## config.mk

```make
export PLATFORM = sky130hd
export DESIGN_NAME = bank_mapper
export DESIGN_NICKNAME = d
export VERILOG_FILES = /design/src/rtl/bank_mapper_pkg.sv /design/src/rtl/bank_mapper_regs.sv /design/src/rtl/bank_mapper_prg.sv /design/src/rtl/bank_mapper_chr.sv /design/src/rtl/bank_mapper_nt.sv /design/src/rtl/bank_mapper.sv
export SDC_FILE = /design/constraint.sdc
export NUM_CORES = 1
export LEC_CHECK = 0
export CORE_AREA = 2 2 67 69
export CTS_CLUSTER_SIZE = 28
export DETAILED_ROUTE_END_ITERATION = 8
export DIE_AREA = 0 0 69 71
export PLACE_DENSITY = 0.81
export SYNTH_ARGS = -nofsm -noshare
export SYNTH_HDL_FRONTEND = slang
export SYNTH_SLANG_ARGS = --single-unit
```

## constraint.sdc

```tcl
create_clock -name clk -period 1.2 [get_ports clk]
set_clock_uncertainty 0.15 [all_clocks]
set_input_delay 0.24 -clock clk [delete_from_list [all_inputs] [get_ports clk]]
set_output_delay 0.24 -clock clk [all_outputs]
set_load 0.05 [all_outputs]
```

## src/rtl/bank_mapper_pkg.sv

```systemverilog
package bank_mapper_pkg;
    localparam int CPU_AW     = 16;
    localparam int DATA_W     = 4;
    localparam int VID_AW     = 13;
    localparam int PRG_OFS_W  = 13;
    localparam int PRG_BANK_W = 4;
    localparam int PRG_SLOTS  = 3;
    localparam int CHR_OFS_W  = 12;
    localparam int CHR_LO_W   = 4;
    localparam int CHR_WINS   = 2;
    localparam int CHR_BANK_W = CHR_LO_W + 1;
    localparam int NT_OFS_W   = 10;
    localparam int PRG_OUT_W  = PRG_BANK_W + PRG_OFS_W;
    localparam int CHR_OUT_W  = CHR_BANK_W + CHR_OFS_W;
    localparam int NT_OUT_W   = NT_OFS_W + 1;
    localparam int DEC_W      = 4;
    localparam int REGION_W   = CPU_AW - PRG_OFS_W;
    localparam logic [PRG_BANK_W-1:0] FIXED_PAGE = '1;

    typedef enum logic [2:0] {
        TGT_NONE,
        TGT_PRG0,
        TGT_PRG1,
        TGT_PRG2,
        TGT_CTRL,
        TGT_CHR_LO0,
        TGT_CHR_LO1
    } wr_target_e;

    typedef struct packed {
        logic [PRG_SLOTS-1:0][PRG_BANK_W-1:0] prg_pg;
        logic [CHR_WINS-1:0][CHR_LO_W-1:0]    chr_lo;
        logic [CHR_WINS-1:0]                  chr_hi;
        logic                                 mirror_h;
    } map_regs_t;
endpackage

```

## src/rtl/bank_mapper_regs.sv

```systemverilog
module bank_mapper_regs
    import bank_mapper_pkg::*;
(
    input  logic              clk,
    input  logic              rst_n,
    input  logic [DEC_W-1:0]  dec_nib,
    input  logic [DATA_W-1:0] wdata,
    input  logic              we,
    output map_regs_t         regs_q
);
    wr_target_e tgt;

    // register decode from the top nibble of the CPU address
    always_comb begin
        unique case (dec_nib)
            4'h8:    tgt = TGT_PRG0;
            4'h9:    tgt = TGT_CTRL;
            4'hA:    tgt = TGT_PRG1;
            4'hC:    tgt = TGT_PRG2;
            4'hE:    tgt = TGT_CHR_LO0;
            4'hF:    tgt = TGT_CHR_LO1;
            default: tgt = TGT_NONE;
        endcase
    end

    always_ff @(posedge clk or negedge rst_n) begin
        if (!rst_n) begin
            regs_q <= '0;
        end else if (we) begin
            unique case (tgt)
                TGT_PRG0:    regs_q.prg_pg[0] <= wdata[PRG_BANK_W-1:0];
                TGT_PRG1:    regs_q.prg_pg[1] <= wdata[PRG_BANK_W-1:0];
                TGT_PRG2:    regs_q.prg_pg[2] <= wdata[PRG_BANK_W-1:0];
                TGT_CTRL: begin
                    regs_q.mirror_h  <= wdata[0];
                    regs_q.chr_hi[0] <= wdata[1];
                    regs_q.chr_hi[1] <= wdata[2];
                end
                TGT_CHR_LO0: regs_q.chr_lo[0] <= wdata[CHR_LO_W-1:0];
                TGT_CHR_LO1: regs_q.chr_lo[1] <= wdata[CHR_LO_W-1:0];
                default: ;
            endcase
        end
    end
endmodule

```

## src/rtl/bank_mapper_prg.sv

```systemverilog
module bank_mapper_prg
    import bank_mapper_pkg::*;
(
    input  logic [CPU_AW-1:0]                     cpu_addr,
    input  logic [PRG_SLOTS-1:0][PRG_BANK_W-1:0]  prg_pg,
    output logic [PRG_OUT_W-1:0]                  prg_addr
);
    localparam int FIRST_SW_REGION = 4;

    logic [REGION_W-1:0]   region;
    logic [PRG_BANK_W-1:0] bank;
    logic [PRG_SLOTS-1:0]  hit;

    assign region = cpu_addr[CPU_AW-1:PRG_OFS_W];

    for (genvar s = 0; s < PRG_SLOTS; s++) begin : g_slot
        assign hit[s] = (region == REGION_W'(FIRST_SW_REGION + s));
    end

    always_comb begin
        bank = FIXED_PAGE;
        for (int s = 0; s < PRG_SLOTS; s++) begin
            if (hit[s]) bank = prg_pg[s];
        end
    end

    assign prg_addr = {bank, cpu_addr[PRG_OFS_W-1:0]};
endmodule

```

## src/rtl/bank_mapper_chr.sv

```systemverilog
module bank_mapper_chr
    import bank_mapper_pkg::*;
(
    input  logic [CHR_OFS_W:0]                  vid_lo,
    input  logic [CHR_WINS-1:0][CHR_LO_W-1:0]   chr_lo,
    input  logic [CHR_WINS-1:0]                 chr_hi,
    output logic [CHR_OUT_W-1:0]                chr_addr
);
    logic                  win;
    logic [CHR_BANK_W-1:0] bank;

    assign win      = vid_lo[CHR_OFS_W];
    assign bank     = {chr_hi[win], chr_lo[win]};
    assign chr_addr = {bank, vid_lo[CHR_OFS_W-1:0]};
endmodule

```

## src/rtl/bank_mapper_nt.sv

```systemverilog
module bank_mapper_nt
    import bank_mapper_pkg::*;
(
    input  logic [NT_OFS_W+1:0]  vid_nt,
    input  logic                 mirror_h,
    output logic [NT_OUT_W-1:0]  nt_addr
);
    logic page;

    always_comb begin
        unique case (mirror_h)
            1'b0: page = vid_nt[NT_OFS_W];
            1'b1: page = vid_nt[NT_OFS_W+1];
        endcase
    end

    assign nt_addr = {page, vid_nt[NT_OFS_W-1:0]};
endmodule

```

## src/rtl/bank_mapper.sv

```systemverilog
module bank_mapper
    import bank_mapper_pkg::*;
(
    input  logic                  clk,
    input  logic                  rst_n,
    input  logic [CPU_AW-1:0]     cpu_addr,
    input  logic [DATA_W-1:0]     cpu_wdata,
    input  logic                  cpu_we,
    input  logic [VID_AW-1:0]     vid_addr,
    output logic [PRG_OUT_W-1:0]  prg_addr,
    output logic [CHR_OUT_W-1:0]  chr_addr,
    output logic [NT_OUT_W-1:0]   nt_addr
);
    map_regs_t regs_q;

    bank_mapper_regs u_regs (
        .clk     (clk),
        .rst_n   (rst_n),
        .dec_nib (cpu_addr[CPU_AW-1:CPU_AW-DEC_W]),
        .wdata   (cpu_wdata),
        .we      (cpu_we),
        .regs_q  (regs_q)
    );

    bank_mapper_prg u_prg (
        .cpu_addr (cpu_addr),
        .prg_pg   (regs_q.prg_pg),
        .prg_addr (prg_addr)
    );

    bank_mapper_chr u_chr (
        .vid_lo   (vid_addr[CHR_OFS_W:0]),
        .chr_lo   (regs_q.chr_lo),
        .chr_hi   (regs_q.chr_hi),
        .chr_addr (chr_addr)
    );

    bank_mapper_nt u_nt (
        .vid_nt   (vid_addr[NT_OFS_W+1:0]),
        .mirror_h (regs_q.mirror_h),
        .nt_addr  (nt_addr)
    );
endmodule

```

# After elaboration in Yosys (flattened, before gate mapping)
# Cells that the tools add are included.
[word_totals]
inputBits = 36
rom_bits = 0
out_inout_bits = 45
ramBits = 0
elab_cells = 39
n_memories = 0
ff_bits = 23
latchBits = 0
[op_classes]
shift = 0
n_lt_le_gt_ge = 1
reduce_logical = 6
muxes = 9
div_mod_pow = 0
bitwise_logic = 1
add_sub_neg = 0
multipliers = 0
n_eq_ne = 15
[op_table]
columns = ["op", "n"]
rows = [
  ["== test 4 bit (second input constant)", 6],
  ["2-to-1 mux 4 bit", 5],
  ["== test 3 bit (second input constant)", 6],
  ["case mux 3 bit (6 select lines)", 1],
  ["AND reduction 2 bit", 6],
  ["== test 3 x 2 -> 1 bit (second input constant)", 2],
  ["== test 3 x 1 -> 1 bit (second input constant)", 1],
  ["< comparator 1 x 2 -> 1 bit (second input constant)", 1],
  ["2-to-1 mux 1 bit", 2],
  ["case mux 1 bit (2 select lines)", 1],
  ["inverter 1 bit", 1],
]

# Depth between registers and ports, before layout
[logic_depth]
word_depth = 4
depth_mapped = 4
mapped_depth_nobuf = 3

# Hierarchy
# From an unflattened synthesis, not the netlist that was laid out.
[unflattened]
cells_unflattened = 113
area_unflattened_um2 = 1395.1
[by_module_without_submodules]
columns = ["module", "area_each_um2", "seq_area_each_um2", "n_inst", "cells_each"]
rows = [
  ["bank_mapper_regs", 935.9, 575.6, 1, 56],
  ["bank_mapper_prg", 215.2, 0.0, 1, 28],
  ["bank_mapper_chr", 146.4, 0.0, 1, 17],
  ["bank_mapper_nt", 97.6, 0.0, 1, 12],
]

# Least setup slack after synthesis
# Ideal clock, no wire load.
[synth_timing]
path_type = "input-to-output"
start = "input port cpu_addr[13]"
end = "output port prg_addr[13]"
t_required_ps = 810
arrival_time_ps = 1711
stages = 3
path_buffers = 1
setup_slack_ps = -901
cell_sequence = "clkbuf_1 -> a211oi_1 -> o21ai_0"
[synth_via]
elab_chain_len = 4
[synth_rtl]
columns = ["item", "line_no", "text"]
rows = [
  ["start, declared", "bank_mapper.sv:6", "input logic [CPU_AW-1:0] cpu_addr,"],
  ["== test 3 bit", "bank_mapper_prg.sv:17", "assign hit[s] = (region == REGION_W'(FIRST_SW_REGION + s));"],
  ["2-to-1 mux 4 bit (2 in a row)", "bank_mapper_prg.sv:23", "if (hit[s]) bank = prg_pg[s];"],
  ["2-to-1 mux 4 bit *", "bank_mapper_prg.sv:23", ""],
  ["end, declared", "bank_mapper.sv:10", "output logic [PRG_OUT_W-1:0] prg_addr,"],
]
# Mark *: on every way between the ends. The rest lies on a longest branch, timed or not.

# Final worst setup path
[layout_timing]
start = "register, netlist name u_regs.regs_q[11]"
end = "output port prg_addr[13]"
[layout_via]
elab_chain_len = 3
[layout_rtl]
columns = ["item", "line_no"]
rows = [
  ["2-to-1 mux 4 bit (3 in a row)", "bank_mapper_prg.sv:23"],
]
# Every way passes these cells.

==> impl_metrics.csv <==
group,metric,value,unit
layout,layout-drive-gt1-share,76.39,%
routing,drt_iter0_markers,8,
layout,fin_area,2069,um^2
cts,clk_latency,0.25,ns
yosys,ys_ff_latch,23,
placed_design,place_hpwl,2325,um
yosys,syn-cell-area,1366,um^2
yosys,synth_mux_area_share,25.00,%
pwr,pwr_density_cell,1352,nW/um^2
routing,drt_first_pass_iters,2,
layout,largest_reg_flops,23,
global_routing,grt_max_degree,24,
pwr,power_frac_seq,38.6,%
yosys,synthAdderAreaFrac,0,%
routing,remaining_drc_errors,0,
pwr,p_leak,0.9419,nW
global_routing,grt_pass1_wl,5168,um
routing,vias_per_cell,4.724,
layout,fin_nets,181,
yosys,synth-simple-area-share,8.516,%
routing,via_count,926,
yosys,synth_compound_area_share,3.663,%
floorplanning,die_w,69,um
layout,synthToLayoutAreaGrowth,51.46,%
worst_setup_path,setup.worst_path.start_class,"flip-flop",
yosys,synth_top_area_cell,"dfrtp_1",
worst_setup_path,reg2reg_depth,4,
pwr,vdd_ir_drop_max,0.8249,mV
sta,slew_viol_final,0,
cts,clk_path_buf_depth,2,
yosys,synth-xor-area-share,0,%
global_routing,grtUsageTotal,13.09,%
cts,cts_tree,"done",
floorplanning,fp.dieH,71,um
sta,fin_ws,-0.4134,ns
pwr,p_sw,0.0008848,W
yosys,syn-num-nets,153,
layout,top_register,"u_regs.regs_q",
global_routing,first_global_vias,1083,
sta,tightestPinTransition,0.2590,ns
placed_design,dpl_cell_area,1846,um^2
cts,holdBufCountCts,0,
yosys,ys_warn_count,0,
routing,drt-total-wl,3231,um
floorplanning,io_pins,81,
sta,fmax,0.6198,GHz
global_routing,grt_remaining_overflow,0,
floorplanning,initial_core_util,32.50,%
cts,cts_root_buffer,"clkbuf_8",
sta,rsz0062_at_grt,"true",
cts,clock_sinks,23,
worst_setup_path,worstReg2RegStart,"u_regs.regs_q[13]$_DFFE_PN0P_",
floorplanning,num_rows,24,
sta,period_needed,1.613,ns
placed_design,io_buffers,26,
yosys,synth_top_area_share,42.12,%
worst_setup_path,path_max_fanout,2,
placed_design,place_ws,-0.8929,ns
worst_setup_path,end_kind,"primary output",
yosys,ys_types,19,
worst_setup_path,cp.arrival,1.22,ns
pwr,swShare,31.62,%
worst_setup_path,crit_required,0.81,ns
global_routing,antenna_found_initial,0,
floorplanning,die_area,4899,um^2
pwr,p_int,0.001913,W
sta,fin_crit_sh,134.5,%
yosys,netlist_instances,117,
sta,hold_violations,0,
cts,clkTransAtPathRegs,0.08,ns
routing,routedWlPerCell,16.48,um
run_status,violations,"setup timing",
yosys,synth_top_family_by_area,"multiplexers",
pwr,p_clk_share,16.5,%
worst_setup_path,crit_type,"reg -> out",
routing,drtAntennaViolNets,0,
layout,reg_top3,"u_regs.regs_q (23)",
run,cap_violations,0,
sta,hold_ws,0.1693,ns
sta,slew_headroom,82.68,%
yosys,seq_area_frac_synth,42.12,%
run_status,status,"finished, violations left",
worst_setup_path,r2r-end,"u_regs.regs_q[13]$_DFFE_PN0P_",
sta,setup_viol,19,
pwr,p_comb_share,44.9,%
layout,n_antenna_cell,0,
cts,h-tree-depth,1,
yosys,avgSynthCellArea,11.68,um^2
min_path,hp-class,"in -> async",
yosys,synthTopCellsByArea,"dfrtp_1 42%, mux2_2 21%, buf_4 20%",
placed_design,gp_congestion,0.8552,
worst_setup_path,r2r_slack,-0.05,ns
floorplanning,core,4204,um^2
cts,cts_buffers,3,
-- cells in the mapped netlist, drive strengths merged --
| cell | instances |
|---|---|
| buf | 37 |
| mux2 | 29 |
| dfrtp | 23 |
| a211oi | 4 |
| nor2b | 4 |
| nor3 | 4 |
| o21ai | 4 |
| nand2 | 2 |
| nor2 | 2 |
| clkbuf | 1 |
| inv | 1 |
| nand2b | 1 |
| nand3b | 1 |
| nor3b | 1 |
| nor4b | 1 |
| or3 | 1 |
| or4b | 1 |
-- area by class of cell --
cell class	count	area, um^2
clock buffers	4	45.04
multi-input cells	55	742.0
fillers	372	2135
repair buffers	61	638.1
flip-flops and latches	23	575.6
well taps	52	65.06
inverters	1	3.754
-- per-layer routing --
layer  vias up  global-route usage [%]  share of wire (%)  routed length (um)
li1        424                       -                  -                   -
met1       456                   14.56                 39                1272
met2        20                   22.97                 52                1678
met3        26                   3.276                5.5                 178
met4         0                   7.190                3.2                 102
met5         -                       0                  0                   0
-- how the worst max path moves through the flow --
stage | cells past startpoint | end | startpoint | slack [ns]
after floorplan | 3 | u_regs.regs_q[11]$_DFFE_PN0P_ | cpu_addr[13] | -0.32
after global placement | 4 | u_regs.regs_q[12]$_DFFE_PN0P_ | cpu_addr[15] | -0.85
after detailed placement | 4 | u_regs.regs_q[13]$_DFFE_PN0P_ | cpu_addr[15] | -0.89
after CTS | 4 | prg_addr[14] | u_regs.regs_q[12]$_DFFE_PN0P_ | -0.41
after global routing | 4 | prg_addr[13] | u_regs.regs_q[11]$_DFFE_PN0P_ | -0.49
final | 4 | prg_addr[13] | u_regs.regs_q[11]$_DFFE_PN0P_ | -0.41
-- timing repair --
action / in CTS / in global routing
gates resized for setup: 56 / 8
setup buffers: 4 / 3
pin swaps: 6 / 1
setup endpoints to repair: 36 / 28
cloned: 1 / 0
-- layout by cell type (no fill, tap or decap), types with 2 or more instances in the layout --
cell | netlist | final
dlygate4sd2_1 | 0 | 2
clkbuf_8 | 0 | 3
buf_8 | 0 | 3
nor2b_4 | 0 | 3
buf_4 | 36 | 29
buf_12 | 0 | 9
nor3_4 | 0 | 2
buf_6 | 0 | 10
clkdlybuf4s50_1 | 0 | 5
a211oi_4 | 0 | 2
mux2_2 | 25 | 12
dfrtp_1 | 23 | 23
buf_2 | 1 | 2
mux2_4 | 4 | 17
nor3_2 | 0 | 2
o21ai_4 | 0 | 3
nor2_4 | 0 | 2
a211oi_2 | 0 | 2
-- per-stage QoR --
| step | total power, W | cells | util (%) | setup TNS [ns] |
|---|---|---|---|---|
| floorplan | 0.002005 | 117 | - | -3.402 |
| global placement | 0.002118 | 184 | 43.90 | -23.69 |
| detailed placement | 0.002156 | 184 | 43.90 | -24.99 |
| CTS | 0.002752 | 193 | 48.07 | -3.941 |
| global route | 0.002944 | 196 | 49.23 | -4.855 |
| finish | 0.002798 | 196 | 49.23 | -4.147 |
-- kinds of logic after synthesis --
group | count (synthesis)
buffers and inverters | 39
muxes | 29
AOI/OAI and AO/OA | 8
DFF | 23
and+or+nand+nor | 18
-- worst max-delay path: stages (launching register included) --
cell and delay [ns]:
dfrtp_1 0.39, nor2b_1 0.14, a211oi_2 0.18, o21ai_2 0.10
buf_12 0.15
-- power groups by stage --
stage / logic, W / registers, W / clock network (W)
finish: 0.00125 / 0.00108 / 0.000462
global route: 0.00132 / 0.00110 / 0.000525
CTS: 0.00120 / 0.00107 / 0.000481
detailed placement: 0.00108 / 0.00108 / 0
global placement: 0.00105 / 0.00107 / 0
floorplan: 0.000963 / 0.00104 / 0
Note: power is estimated with default switching activity, not from simulation.
